==> src/rtl/twsi_bridge_pkg.sv <==
package twsi_bridge_pkg;
    localparam int CMD_W      = 64;
    localparam int BYTE_W     = 8;
    localparam int VALID_BIT  = 63;
    localparam int READ_BIT   = 56;
    localparam int OP_LSB     = 57;
    localparam int OP_W       = 4;
    localparam int EXT_LSB    = 32;
    localparam int EXT_W      = 3;

    localparam logic [OP_W-1:0]  OP_CLOCK   = 4'd4;
    localparam logic [OP_W-1:0]  OP_EXTEND  = 4'd6;
    localparam logic [EXT_W-1:0] EXT_DATA   = 3'd1;
    localparam logic [EXT_W-1:0] EXT_CTRL   = 3'd2;
    localparam logic [EXT_W-1:0] EXT_CKSTAT = 3'd3;
    localparam logic [EXT_W-1:0] EXT_RESET  = 3'd7;

    typedef enum logic [2:0] {
        SEL_NONE,
        SEL_CLOCK,
        SEL_DATA,
        SEL_CTRL,
        SEL_CLKCTL,
        SEL_STATUS,
        SEL_RESET
    } reg_sel_e;

    typedef struct packed {
        logic              vld;
        reg_sel_e          sel;
        logic              rd;
        logic [BYTE_W-1:0] wd;
    } acc_req_t;
endpackage

==> src/rtl/twsi_cmd_decode.sv <==
module twsi_cmd_decode
    import twsi_bridge_pkg::*;
(
    input  logic [OP_W-1:0]  op,
    input  logic [EXT_W-1:0] ext,
    input  logic             rd,
    output reg_sel_e         sel
);
    always_comb begin
        sel = SEL_NONE;
        if (op == OP_CLOCK) begin
            sel = SEL_CLOCK;
        end else if (op == OP_EXTEND) begin
            unique case (ext)
                EXT_DATA:   sel = SEL_DATA;
                EXT_CTRL:   sel = SEL_CTRL;
                EXT_CKSTAT: sel = rd ? SEL_STATUS : SEL_CLKCTL;
                EXT_RESET:  sel = SEL_RESET;
                default:    sel = SEL_NONE;
            endcase
        end
    end
endmodule

==> src/rtl/twsi_reg_model.sv <==
module twsi_reg_model
    import twsi_bridge_pkg::*;
#(
    parameter int                ACC_LAT   = 2,
    parameter logic [BYTE_W-1:0] IDLE_CODE = 8'hF8
) (
    input  logic              clk,
    input  logic              rst_n,
    input  acc_req_t          req,
    output logic              ack,
    output logic [BYTE_W-1:0] rdata
);
    localparam int STAGES = (ACC_LAT < 2) ? 1 : ACC_LAT - 1;

    typedef struct packed {
        acc_req_t [STAGES-1:0] pipe;
        logic [BYTE_W-1:0]     clock_r;
        logic [BYTE_W-1:0]     data_r;
        logic [BYTE_W-1:0]     ctrl_r;
        logic [BYTE_W-1:0]     clkctl_r;
        logic                  ack;
        logic [BYTE_W-1:0]     rdata;
    } model_st_t;

    model_st_t st_d, st_q;
    acc_req_t  head;

    always_comb begin
        st_d         = st_q;
        st_d.pipe[0] = req;
        for (int i = 1; i < STAGES; i++) begin
            st_d.pipe[i] = st_q.pipe[i-1];
        end
        head       = st_q.pipe[STAGES-1];
        st_d.ack   = head.vld;
        st_d.rdata = '0;
        if (head.vld) begin
            unique case (head.sel)
                SEL_CLOCK: begin
                    if (head.rd) st_d.rdata   = st_q.clock_r;
                    else         st_d.clock_r = head.wd;
                end
                SEL_DATA: begin
                    if (head.rd) st_d.rdata  = st_q.data_r;
                    else         st_d.data_r = head.wd;
                end
                SEL_CTRL: begin
                    if (head.rd) st_d.rdata  = st_q.ctrl_r;
                    else         st_d.ctrl_r = head.wd;
                end
                SEL_CLKCTL: st_d.clkctl_r = head.wd;
                SEL_STATUS: st_d.rdata    = IDLE_CODE;
                SEL_RESET: begin
                    st_d.clock_r  = '0;
                    st_d.data_r   = '0;
                    st_d.ctrl_r   = '0;
                    st_d.clkctl_r = '0;
                end
                default: ;
            endcase
        end
    end

    always_ff @(posedge clk or negedge rst_n) begin
        if (!rst_n) st_q <= '0;
        else        st_q <= st_d;
    end

    assign ack   = st_q.ack;
    assign rdata = st_q.rdata;
endmodule

==> src/rtl/csr_cmd_bridge.sv <==
module csr_cmd_bridge
    import twsi_bridge_pkg::*;
#(
    parameter int ACC_LAT = 2
) (
    input  logic             clk,
    input  logic             rst_n,
    input  logic             cmd_we,
    input  logic [CMD_W-1:0] cmd_wdata,
    output logic [CMD_W-1:0] cmd_rdata
);
    typedef struct packed {
        logic [CMD_W-1:0] word;
        logic             issued;
    } br_st_t;

    br_st_t            br_d, br_q;
    reg_sel_e          dec_sel;
    acc_req_t          acc_req_s;
    logic              acc_req;
    logic              acc_ack;
    logic [BYTE_W-1:0] acc_rdata;

    twsi_cmd_decode u_decode (
        .op  (br_q.word[OP_LSB +: OP_W]),
        .ext (br_q.word[EXT_LSB +: EXT_W]),
        .rd  (br_q.word[READ_BIT]),
        .sel (dec_sel)
    );

    always_comb begin
        br_d    = br_q;
        acc_req = 1'b0;
        if (!br_q.word[VALID_BIT]) begin
            br_d.issued = 1'b0;
            if (cmd_we) br_d.word = cmd_wdata;
        end else begin
            if (!br_q.issued) begin
                acc_req     = 1'b1;
                br_d.issued = 1'b1;
            end
            if (acc_ack) begin
                br_d.word[VALID_BIT] = 1'b0;
                br_d.issued          = 1'b0;
                if (br_q.word[READ_BIT]) br_d.word[BYTE_W-1:0] = acc_rdata;
            end
        end
    end

    always_comb begin
        acc_req_s.vld = acc_req;
        acc_req_s.sel = dec_sel;
        acc_req_s.rd  = br_q.word[READ_BIT];
        acc_req_s.wd  = br_q.word[BYTE_W-1:0];
    end

    twsi_reg_model #(.ACC_LAT(ACC_LAT)) u_regs (
        .clk   (clk),
        .rst_n (rst_n),
        .req   (acc_req_s),
        .ack   (acc_ack),
        .rdata (acc_rdata)
    );

    always_ff @(posedge clk or negedge rst_n) begin
        if (!rst_n) br_q <= '0;
        else        br_q <= br_d;
    end

    assign cmd_rdata = br_q.word;
endmodule

==> config.mk <==
export PLATFORM = sky130hd
export DESIGN_NAME = csr_cmd_bridge
export DESIGN_NICKNAME = d
export VERILOG_FILES = /design/src/rtl/twsi_bridge_pkg.sv /design/src/rtl/twsi_cmd_decode.sv /design/src/rtl/twsi_reg_model.sv /design/src/rtl/csr_cmd_bridge.sv
export SDC_FILE = /design/constraint.sdc
export NUM_CORES = 1
export LEC_CHECK = 0
export BUFFER_PORTS_ARGS = -buffer_cell sky130_fd_sc_hd__buf_2
export CORE_ASPECT_RATIO = 0.6
export CORE_MARGIN = 1.5
export CORE_UTILIZATION = 40
export DETAILED_ROUTE_END_ITERATION = 16
export PLACE_DENSITY = 0.65
export SYNTH_ARGS = -nofsm -noshare
export SYNTH_HDL_FRONTEND = slang
export SYNTH_SLANG_ARGS = --single-unit
==> constraint.sdc <==
create_clock -name clk -period 2.22 [get_ports clk]
set_input_delay 0.222 -clock clk [delete_from_list [all_inputs] [get_ports clk]]
set_output_delay 0.222 -clock clk [all_outputs]
set_load 0.02 [all_outputs]
==> results by group, run 1 <==
Placed design
  – Dpl hpwl: between 6 and 7 mm
  – Port-buffer cells: between 100 and 150
  – Area post-placement: ~5300 µm²
  – Placer Congestion: approximately 0.81

Critical path
  – CP bufs+invs: 0
  – Slowest stage delay, CP: between 0.6 and 0.7 ns
  – R2R depth: 3
  – Crit-path cells: or4b_1 -> a21boi_4 -> mux2_2
  – Top Family by Delay on Critical Path: simple AND/OR/NAND/NOR gates
  – Startpoint types: register
  – Critical Path RT: ~2.5 ns
  – Worst-path fanout max: 13
  – CP Data Arrival Time: 2.20 ns
  – Kind of end point of the critical path: register
  – Kind of critical path: register to register
  – Critical path depth: 3
  – Crit-path slowest cell: or4b_1

CTS
  – CTS max path bufs: 2
  – Clock Sinks: around 110
  – Setup bufs post-CTS: 0
  – Clk Latency, worst-skew pair: between 0.3 and 0.4 ns
  – # hold bufs at CTS: 1
  – CTS Buf Count: 9
  – H-tree Lvls: 3
  – CTS tree: yes
  – Number of gates resized after cts: 0
  – Clock root buffer: clkbuf_16
  – Clock slew at reported path FFs: 0.08 ns

Finish
  – Fill count: ~1,100
  – Most frequent cells in the layout: buf_2 (129), dfrtp_1 (111), mux2_2 (79)
  – Final Instance Area: between 5000 and 6000 µm²
  – Post-layout util: 48.2%
  – Area growth syn-to-layout: 15.0%
  – Layout cells sized above 1: a little under three fifths
  – Antenna cell count: 0
  – Commonest non-fill, non-tap cell in the layout: buf_2
  – Nets: ~500

STA
  – Min Tclk post-route: between 1.5 and 2 ns
  – Clock Skew: around 0.015 ns
  – Final hold violations: 0
  – RSZ-0062 raised after global routing: no
  – Worst hold slack: ~0.072 ns
  – Slew Viols, Final: 0
  – Fin crit share: 88.6%
  – Setup violators final: 0
  – Worst-Margin Slew: 0.593 ns
  – Setup TNS: 0 ns
  – Highest clock rate: slightly above 500 MHz
  – Max_slew headroom: 60.3%

Floorplan
  – Area of the core: between 10,000 and 15,000 µm²
  – FP Rows: 30
  – Die width: ~150 µm
  – Die Area: 12,800 µm²
  – Initial core utilization: 41.9%
  – I/O Pins: 131
  – Die span in y: between 80 and 90 µm

Drt
  – DR vias: 2,821
  – Via/cell ratio: 4.73
  – DR iter-0 viols: about 120
  – DRC errors left: 0
  – Drt wl/cell: between 15 and 20 µm
  – Final wirelength: about 9.4 mm
  – ANT nets after route: 0
  – First-pass detailed-route iteration total: 4

Run
  – Max cap viols: 0

Run status
  – Status: finished clean

Power and ir drop
  – Worst vdd ir: ~0.00060 V
  – Power per standard cell area: between 1000 and 1500 nW/µm²
  – P_leak: ~2.7 nW

Global route
  – Largest net degree at the start of global routing: 43
  – First-pass GRT wire length: approximately 16 mm
  – Global route overflow: 0
  – Tot GR Track Use: between 15 and 20%
  – Number of global-route vias before repair: approximately 3,000
  – Antenna violations before repair: 1

Synthesis
  – Number of synthesis warnings: 0
  – Mapped Area: 4840 µm²
  – Post-synthesis average cell area: ~14 µm²
  – Synthesis-stage register bit count: roughly 110
  – Top cells by area, synth: dfrtp_1 (57%), mux2_2 (18%), buf_4 (9.9%), a21o_1 (2.2%), a22o_1 (1.4%)
  – Post-synthesis cell count: roughly 360
  – Synth cell types: 33
  – Post-synth net total: around 420
  – Cell accounting for the most synthesized area: dfrtp_1
  – Register area share after synthesis: between 50 and 60%
  – Area share of the largest cell type after synthesis: approximately 57%

Worst hold path
  – Tightest Hold Check Type: primary input to register
  – Hold depth: 2
## stage by stage
step | cells | total power (W) | setup slack, ns
2_1_floorplan | 355 | 0.00585 | 0.532
3_3_place_gp | 580 | 0.00603 | 0.339
3_5_place_dp | 580 | 0.00611 | 0.266
4_1_cts | 597 | 0.00771 | 0.252
5_1_grt | 597 | 0.00806 | 0.142
6_report | 597 | 0.00758 | 0.253
## worst paths after layout
path                                            from                           to  slack, ns
max in group asynchronous                      rst_n    u_regs.rdata[1]$_DFF_PN0_       1.19
setup reg to reg           u_regs.head[11]$_DFF_PN0_  u_regs.st_q[37]$_DFFE_PN0P_       0.25
setup / recovery           u_regs.head[11]$_DFF_PN0_  u_regs.st_q[37]$_DFFE_PN0P_       0.25
min in group asynchronous                      rst_n    cmd_rdata[50]$_DFFE_PN0P_       0.34
hold / removal                         cmd_wdata[63]      cmd_rdata[63]$_DFF_PN0_       0.07
hold reg to reg                    br_q[0]$_DFF_PN0_    u_regs.head[12]$_DFF_PN0_       0.40
## state kept, by name, summed over array words and instances, names as in the netlist
| register | flops |
|---|---|
| cmd_rdata | 64 |
| u_regs.st_q | 24 |
| u_regs.head | 13 |
| u_regs.rdata | 8 |
| br_q | 1 |
| u_regs.ack | 1 |
## layer usage
metal / global-route usage [%] / vias to the layer above / share of wire (%)
li1: - / 1325 / -
met1: 20.6 / 1392 / 47
met2: 24.5 / 96 / 44
met3: 6.55 / 8 / 8.3
met4: 5.57 / 0 / 0.64
met5: 0 / - / 0
## logic make-up after synthesis
logic type,Yosys count,share of synthesized area [%]
XOR/XNOR,1,0.181
AO/OA/AOI/OAI,40,6.74
AND/OR/NAND/NOR,45,6.12
buffers and inverters,79,11.3
multiplexers,79,18.4
flip-flops,111,57.3
## report_power, final
part / switching, W / total (W) / internal, W
Sequential: 0.000500 / 0.00330 / 0.00280
Clock: 0.000755 / 0.00154 / 0.000785
Combinational: 0.00153 / 0.00274 / 0.00121
## cells in the mapped netlist
library cell,number
dfrtp_1,111
mux2_2,79
buf_4,64
a21o_1,14
a22o_1,8
and2_1,8
nor2_1,8
buf_2,7
and3b_1,6
clkbuf_1,6
nand2_1,6
nor2b_1,6
a21oi_1,4
a222oi_1,4
o21ai_0,3
inv_1,2
nand2b_1,2
nand3b_1,2
a211oi_1,1
a21boi_4,1
a21oi_4,1
a32oi_1,1
and3_1,1
and4b_1,1
and4bb_2,1
nand3_1,1
nor4b_4,1
o2111ai_1,1
o21ai_2,1
o31ai_1,1
or3b_2,1
or4b_1,1
xor2_1,1
## cell type report
| type | count | area [µm²] | area share, % |
|---|---|---|---|
| Sequential cell | 111 | 2780 | 49.9 |
| Inverter | 2 | 7.51 | 0.135 |
| Clock buffer | 9 | 225 | 4.04 |
| Multi-Input combinational cell | 165 | 1530 | 27.5 |
| Clock inverter | 7 | 63.8 | 1.15 |
| Timing Repair Buffer | 143 | 766 | 13.7 |
| Tap cell | 160 | 200 | 3.59 |
Note: power is estimated with default switching activity, not from simulation.
==> inputs of run 2 (changes only) <==
ABC_AREA = 1   (was default)
PLACE_DENSITY = 0.67   (was 0.65)
clock period = 1.8 ns   (was 2.22 ns; I/O delays follow)
==> run 2 against run 1 <==
Register-to-register slack better by 0.07 ns. Clock power grew 43%. Largest cell class unchanged. Sequential power increased by 25%. Highest routed layer unchanged.
==> results by group, run 2 <==
Run status
  – Status: finished clean

Synthesis
  – Mapped Area: 5080 µm² (+4.8%)
  – Top-count cell post-synth: nand2_1
  – Area share of the largest cell type after synthesis: 54.7% (-2.6 points)
  – Top post-synthesis cells by count: nand2_1 (284), dfrtp_1 (111), buf_4 (64), inv_1 (36), nand3_1 (31)
  – Post-synthesis cell count: 609 (+72%)
  – Number of synthesis warnings: 0 (unchanged)
  – Post-synth net total: 676 (+60%)
  – Synth cell types: 24 (-27%)
  – Cell accounting for the most synthesized area: dfrtp_1
  – Register area share after synthesis: 54.7% (-2.6 points)
  – Main synth FF type: dfrtp_1
  – Synthesis-stage register bit count: 111 (unchanged)
  – Number of synthesized flops with an enable pin: 0 (unchanged)
  – Top cells by area, synth: dfrtp_1 (55%), nand2_1 (21%), buf_4 (9.5%), nand3_1 (3.1%), inv_1 (2.7%)
  – Ys async rst share: 100% (unchanged)
  – Post-synthesis average cell area: 8.34 µm² (-39%)

Critical path
  – Top Family by Delay on Critical Path: simple AND/OR/NAND/NOR gates
  – Critical Path RT: 2.03 ns (-0.42 ns)
  – CP Data Arrival Time: 1.71 ns (-0.49 ns)
  – Most used cell, CP: nand2_1
  – Kind of end point of the critical path: register
  – Worst-path fanout max: 16 (+3)
  – Crit-path cells: inv_2 -> nand3_1 -> nand2_4 -> nand3_2 -> nand2_1 -> nand2_1
  – Slowest stage delay, CP: 0.46 ns (-0.17 ns)
  – CP bufs+invs: 1 (+1)
  – Crit-path slowest cell: dfrtp_1
  – Startpoint types: register
  – Kind of critical path: register to register

Global route
  – Largest net degree at the start of global routing: 57 (+33%)
  – Global route overflow: 0 (unchanged)
  – Number of global-route vias before repair: 3,858 (+28%)
  – First-pass GRT wire length: 19.3 mm (+24%)
  – Antenna violations before repair: 0 (-1)
  – Tot GR Track Use: 18.2% (+2.3 points)

Drt
  – DRC errors left: 0 (unchanged)
  – DR iter-0 viols: 286 (+140%)
  – DR vias: 3,966 (+41%)
  – Final wirelength: 11.3 mm (+20%)
  – Drt wl/cell: 13.4 µm (-15%)
  – ANT nets after route: 0 (unchanged)
  – Via/cell ratio: 4.69 (-0.67%)
  – First-pass detailed-route iteration total: 5 (+1)

STA
  – Fin crit share: 82.1% (-6.5 points)
  – Final hold violations: 0 (unchanged)
  – Clock Skew: 0.0113 ns (-0.00328 ns)
  – Worst hold slack: 0.0308 ns (-0.0407 ns)
  – Min Tclk post-route: 1.48 ns (-0.489 ns)
  – Final setup margin: 0.323 ns (+0.0692 ns)
  – Worst-Margin Slew: 0.805 ns (+0.212 ns)
  – RSZ-0062 raised after global routing: no
  – Max_slew headroom: 46.3% (-14 points)
  – Setup violators final: 0 (unchanged)
  – Setup TNS: 0 ns (unchanged)
  – Slew Viols, Final: 0 (unchanged)
  – Highest clock rate: 677 MHz (+33%)

Floorplan
  – Die Area: 13,400 µm² (+4.7%)
  – Initial core utilization: 41.6% (-0.34 points)
  – I/O Pins: 131 (unchanged)
  – Die span in y: 90.3 µm (+2.3%)
  – Die width: 148 µm (+2.3%)
  – Area of the core: 12,200 µm² (+5.7%)
  – FP Rows: 31 (+3.3%)

CTS
  – Clk Latency, worst-skew pair: 0.34 ns (about the same)
  – Setup bufs post-CTS: 0 (unchanged)
  – Clock Sinks: 111 (unchanged)
  – Number of gates resized after cts: 0 (unchanged)
  – CTS tree: yes
  – Clock slew at reported path FFs: 0.08 ns (about the same)
  – H-tree Lvls: 3 (unchanged)
  – CTS Buf Count: 9 (unchanged)
  – Clock root buffer: clkbuf_16
  – CTS max path bufs: 2 (unchanged)

Finish
  – Largest register FFs: 64 (unchanged)
  – Antenna cell count: 0 (unchanged)
  – Fill count: 1,205 (+14%)
  – Most frequent cells in the layout: nand2_1 (284), buf_2 (129), dfrtp_1 (111)
  – Layout cells sized above 1: 25.0% (-31 points)
  – Commonest non-fill, non-tap cell in the layout: nand2_1
  – Area growth syn-to-layout: 14.0%
  – Final Instance Area: 5790 µm² (+4.0%)
  – Nets: 742 (+49%)

Power and ir drop
  – Worst vdd ir: 0.000753 V (+25%)
  – Power per standard cell area: 1710 nW/µm² (+25%)
  – P_leak: 3.38 nW (+24%)
  – Final total power: 0.00989 W (+30%)

Placed design
  – Placer Congestion: 0.899 (+11%)
  – Dpl hpwl: 8.32 mm (+22%)
  – Dpl ws: 0.312 ns (+0.0458 ns)
  – Area post-placement: 5440 µm² (+3.3%)
  – Port-buffer cells: 130 (unchanged)

Worst hold path
  – Tightest Hold Check Type: primary input to register

Run
  – Max cap viols: 0 (unchanged)
[run 2: cell count changes after synthesis, moves of 5 or more]
cell	delta
and2_1	-8
nand3_1	+30
clkbuf_1	+5
a21o_1	-14
o21ai_0	+11
nand2_1	+278
inv_1	+34
nand4_1	+8
nor2b_1	-6
mux2_2	-79
nor2_1	+9
and3b_1	-6
a22o_1	-8
[run 2: tightest hold or removal path, delay by kind of cell]
| family | cells | cell delay [ns] |
|---|---|---|
| AND/OR/NAND/NOR | 2 | 0.09 |
| buffers and inverters | 1 | 0.07 |
[run 2: worst paths after layout]
kind                                                 from                          end  slack [ns]  cells after the start
worst min register to register          br_q[0]$_DFF_PN0_    u_regs.head[12]$_DFF_PN0_        0.40                      1
worst max-delay path            u_regs.head[11]$_DFF_PN0_  u_regs.st_q[22]$_DFFE_PN0P_        0.32                      6
worst min-delay path                        cmd_wdata[41]    cmd_rdata[41]$_DFFE_PN0P_        0.03                      3
min in group asynchronous                           rst_n    u_regs.head[11]$_DFF_PN0_        0.32                      2
worst max register to register  u_regs.head[11]$_DFF_PN0_  u_regs.st_q[22]$_DFFE_PN0P_        0.32                      6
max in group asynchronous                           rst_n     cmd_rdata[5]$_DFFE_PN0P_        0.86                      3
[run 2: cells by family (layout without fill, tap and decap cells)]
family                 count (synthesis)  count (layout)  share of synthesized area (%)
AOI/OAI and AO/OA                     21              21                           2.34
buffers and inverters                123             194                           14.2
DFF                                  111             111                           54.7
and+or+nand+nor                      354             354                           28.8
[run 2: metal layers]
metal | vias up | part of all wire [%] | global-route usage, % | routed length, µm
li1 | 1932 | - | - | -
met1 | 1864 | 49 | 27.2 | 5590
met2 | 156 | 40 | 25.1 | 4470
met3 | 14 | 9.2 | 5.56 | 1040
met4 | 0 | 1.7 | 5.53 | 187
met5 | - | 0 | 0 | 0
[run 2: cell type report]
class / instances / area (µm²) / share of cell area, %
inverter: 39 / 148 / 2.55
multi-input combinational: 375 / 1590 / 27.4
timing repair buffer: 139 / 736 / 12.7
clock buffer: 11 / 253 / 4.36
clock inverter: 5 / 85.1 / 1.47
tap: 165 / 206 / 3.57
sequential: 111 / 2780 / 48.0
[run 2: power breakdown]
group          leakage, nW  internal, W  switching (W)  total (W)
registers             1.42      0.00348       0.000661    0.00414
logic                 1.79      0.00106        0.00248    0.00354
clock network        0.163      0.00131       0.000897    0.00220
[run 2: repair_timing]
| action | in CTS | in global routing |
|---|---|---|
| hold endpoints to repair | 27 | 0 |
| endpoints found under the setup margin | 0 | 0 |
| hold buffers | 1 | 0 |
[run 2: metrics by stage]
stage	cells	util (%)
after floorplan	609	-
after global placement	828	44.5
after detailed placement	828	44.5
after CTS	845	47.4
after global routing	845	47.4
final	845	47.4
==> inputs of run 3 (changes only) <==
ABC_AREA = 0   (was 1)
PLACE_DENSITY = 0.65   (was 0.67)
clock period = 1.5 ns   (was 1.8 ns; I/O delays follow)
==> run 3 against run 2 <==
The run now ends with setup timing left. Final cell count shrank 27%. Sequential power increased by 18%. Fmax down 12%. Highest routed layer unchanged. Largest power group unchanged. Clock skew decreased by 0.0029 ns. Critical endpoint is now u_regs.st_q[33]$_DFFE_PN0P_. Clock power hardly changed. Wire length decreased by 11%. Worst hold slack got worse by 0.022 ns. Sequential share of layout area down 1.4 points.
==> results by group, run 3 (synthesis gave the netlist of run 1 again) <==
CTS
  – Clock Sinks: 111 (unchanged)
  – Clock root buffer: clkbuf_16
  – Clk Latency, worst-skew pair: 0.35 ns (about the same)
  – CTS tree: yes
  – Clock slew at reported path FFs: 0.07 ns (about the same)
  – H-tree Lvls: 3 (unchanged)
  – CTS Buf Count: 9 (unchanged)
  – CTS max path bufs: 2 (unchanged)

Critical path
  – Critical path origin: u_regs.head[8]$_DFF_PN0_
  – Crit-path cells: or4b_4 -> a21boi_4 -> buf_6 -> mux2_4
  – RR Startpoint: u_regs.head[8]$_DFF_PN0_
  – Startpoint types: register
  – CP bufs+invs: 1 (unchanged)
  – Top Family by Delay on Critical Path: simple AND/OR/NAND/NOR gates
  – Kind of end point of the critical path: register
  – Kind of critical path: register to register
  – Crit-path slowest cell: or4b_4
  – Worst-path fanout max: 5 (-11)
  – CP Data Arrival Time: 1.92 ns (+0.21 ns)
  – Slowest stage delay, CP: 0.52 ns (+0.06 ns)
  – Critical Path RT: 1.73 ns (-0.30 ns)

Finish
  – Largest register FFs: 64 (unchanged)
  – Layout cells sized above 1: 61.6% (+37 points)
  – Final Instance Area: 5970 µm² (+3.1%)
  – Most frequent cells in the layout: buf_2 (129), dfrtp_1 (110), mux2_2 (55)
  – Antenna cell count: 0 (unchanged)
  – Area growth syn-to-layout: 23.3%
  – Post-layout util: 51.7% (+4.3 points)
  – Fill count: 998 (-17%)
  – Nets: 520 (-30%)
  – Commonest non-fill, non-tap cell in the layout: buf_2

Global route
  – Largest net degree at the start of global routing: 71 (+25%)
  – Global route overflow: 0 (unchanged)
  – First-pass GRT wire length: 16.3 mm (-15%)
  – Antenna violations before repair: 0 (unchanged)
  – Number of global-route vias before repair: 3,167 (-18%)
  – Tot GR Track Use: 16.3% (-1.9 points)

Placed design
  – Port-buffer cells: 130 (unchanged)
  – Area post-placement: 5410 µm² (-0.60%)
  – Placer Congestion: 0.758 (-16%)
  – Dpl ws: -0.228 ns (-0.540 ns)
  – Dpl hpwl: 6.93 mm (-17%)

Power and ir drop
  – Final total power: 0.0118 W (+19%)
  – Power per standard cell area: 1970 nW/µm² (+16%)
  – Worst vdd ir: 0.000953 V (+27%)
  – P_leak: 2.91 nW (-14%)

Worst hold path
  – Tightest Hold Check Type: primary input to register
  – Hold path start: cmd_wdata[63]

Drt
  – First-pass detailed-route iteration total: 4 (-1)
  – Drt wl/cell: 16.2 µm (+21%)
  – DR vias: 2,978 (-25%)
  – DR iter-0 viols: 173 (-40%)
  – Final wirelength: 10.0 mm (-11%)
  – DRC errors left: 0 (unchanged)
  – Via/cell ratio: 4.82 (+2.7%)
  – ANT nets after route: 0 (unchanged)

STA
  – Clock Skew: 0.00835 ns (-0.00295 ns)
  – Highest clock rate: 593 MHz (-12%)
  – Min Tclk post-route: 1.68 ns (+0.208 ns)
  – Final hold violations: 0 (unchanged)
  – Setup violators final: 29 (+29)
  – Fin crit share: 112% (+30 points)
  – Slew Viols, Final: 0 (unchanged)
  – Worst-Margin Slew: 0.424 ns (-0.381 ns)
  – Final setup margin: -0.185 ns (-0.508 ns)
  – Max_slew headroom: 71.7% (+25 points)
  – RSZ-0062 raised after global routing: yes

Floorplan
  – Die width: 145 µm (-2.3%)
  – Die Area: 12,800 µm² (-4.5%)
  – I/O Pins: 131 (unchanged)
  – FP Rows: 30 (-3.2%)
  – Area of the core: 11,600 µm² (-5.4%)
  – Die span in y: 88.2 µm (-2.3%)
  – Initial core utilization: 41.9% (+0.34 points)

Run status
  – Failing checks: setup timing
  – Status: complete, but fails checks

Run
  – Max cap viols: 0 (unchanged)
run 3: cell types whose count changed in the layout (fill, tap and decap cells not counted), moves of 9 or more:
cell,delta
mux2_2,+55
o21ai_0,-12
buf_6,+16
nand3_1,-30
mux2_4,+24
nand2_1,-278
nor2_1,-9
a21o_1,+14
inv_1,-35
run 3: through the flow:
step                      cells  setup TNS [ns]  hold WS, ns
after floorplan             355           -3.13       -0.146
after global routing        618           -4.26      0.00992
final                       618           -2.89      0.00833
after detailed placement    592           -3.70      -0.0148
after global placement      592           -3.30      -0.0148
after CTS                   616           -2.86      0.00304
run 3: where the power goes:
group / switching (W) / total (W) / internal (W)
clock network: 0.00109 / 0.00223 / 0.00114
registers: 0.000725 / 0.00487 / 0.00415
logic: 0.00243 / 0.00468 / 0.00225
run 3: path summary, 6_finish.rpt:
check / to / depth (start not counted) / slack, ns
max: u_regs.st_q[33]$_DFFE_PN0P_ / 4 / -0.18
min in group asynchronous: cmd_rdata[49]$_DFFE_PN0P_ / 2 / 0.18
max in group asynchronous: u_regs.head[1]$_DFF_PN0_ / 3 / 0.68
max reg2reg: u_regs.st_q[33]$_DFFE_PN0P_ / 4 / -0.18
min: cmd_rdata[63]$_DFF_PN0_ / 2 / 0.008
min reg2reg: u_regs.head[12]$_DFF_PN0_ / 1 / 0.40
run 3: layout make-up:
class | instances | area, µm² | share of cell area, %
sequential | 111 | 2780 | 46.5
multi-input combinational | 165 | 1690 | 28.4
timing repair buffer | 164 | 1020 | 17.0
clock buffer | 10 | 229 | 3.83
tap | 160 | 200 | 3.35
clock inverter | 6 | 46.3 | 0.775
inverter | 2 | 7.51 | 0.126
run 3: repair_timing:
| item | 4_1_cts | 5_1_grt |
|---|---|---|
| resized for setup | 35 | 26 |
| endpoints found under the hold margin | 111 | 0 |
| buffers inserted | 7 | 5 |
| hold buffers | 1 | 0 |
| pin swaps | 8 | 17 |
| cloned | 0 | 0 |
| setup endpoints to repair | 24 | 41 |
run 3: per-layer routing:
metal  wire [µm]  part of all wire, %  global-route usage [%]
met3         706                  7.1                    6.19
met4          53                 0.53                    3.15
met2        4450                   45                    25.8
met1        4790                   48                    21.9
met5           0                    0                       0
run 3: worst reg2reg max path, stage by stage, from the launching register on:
cell and delay, ns:
dfrtp_1 0.42, or4b_4 0.52, a21boi_4 0.17, buf_6 0.16, mux2_4 0.31
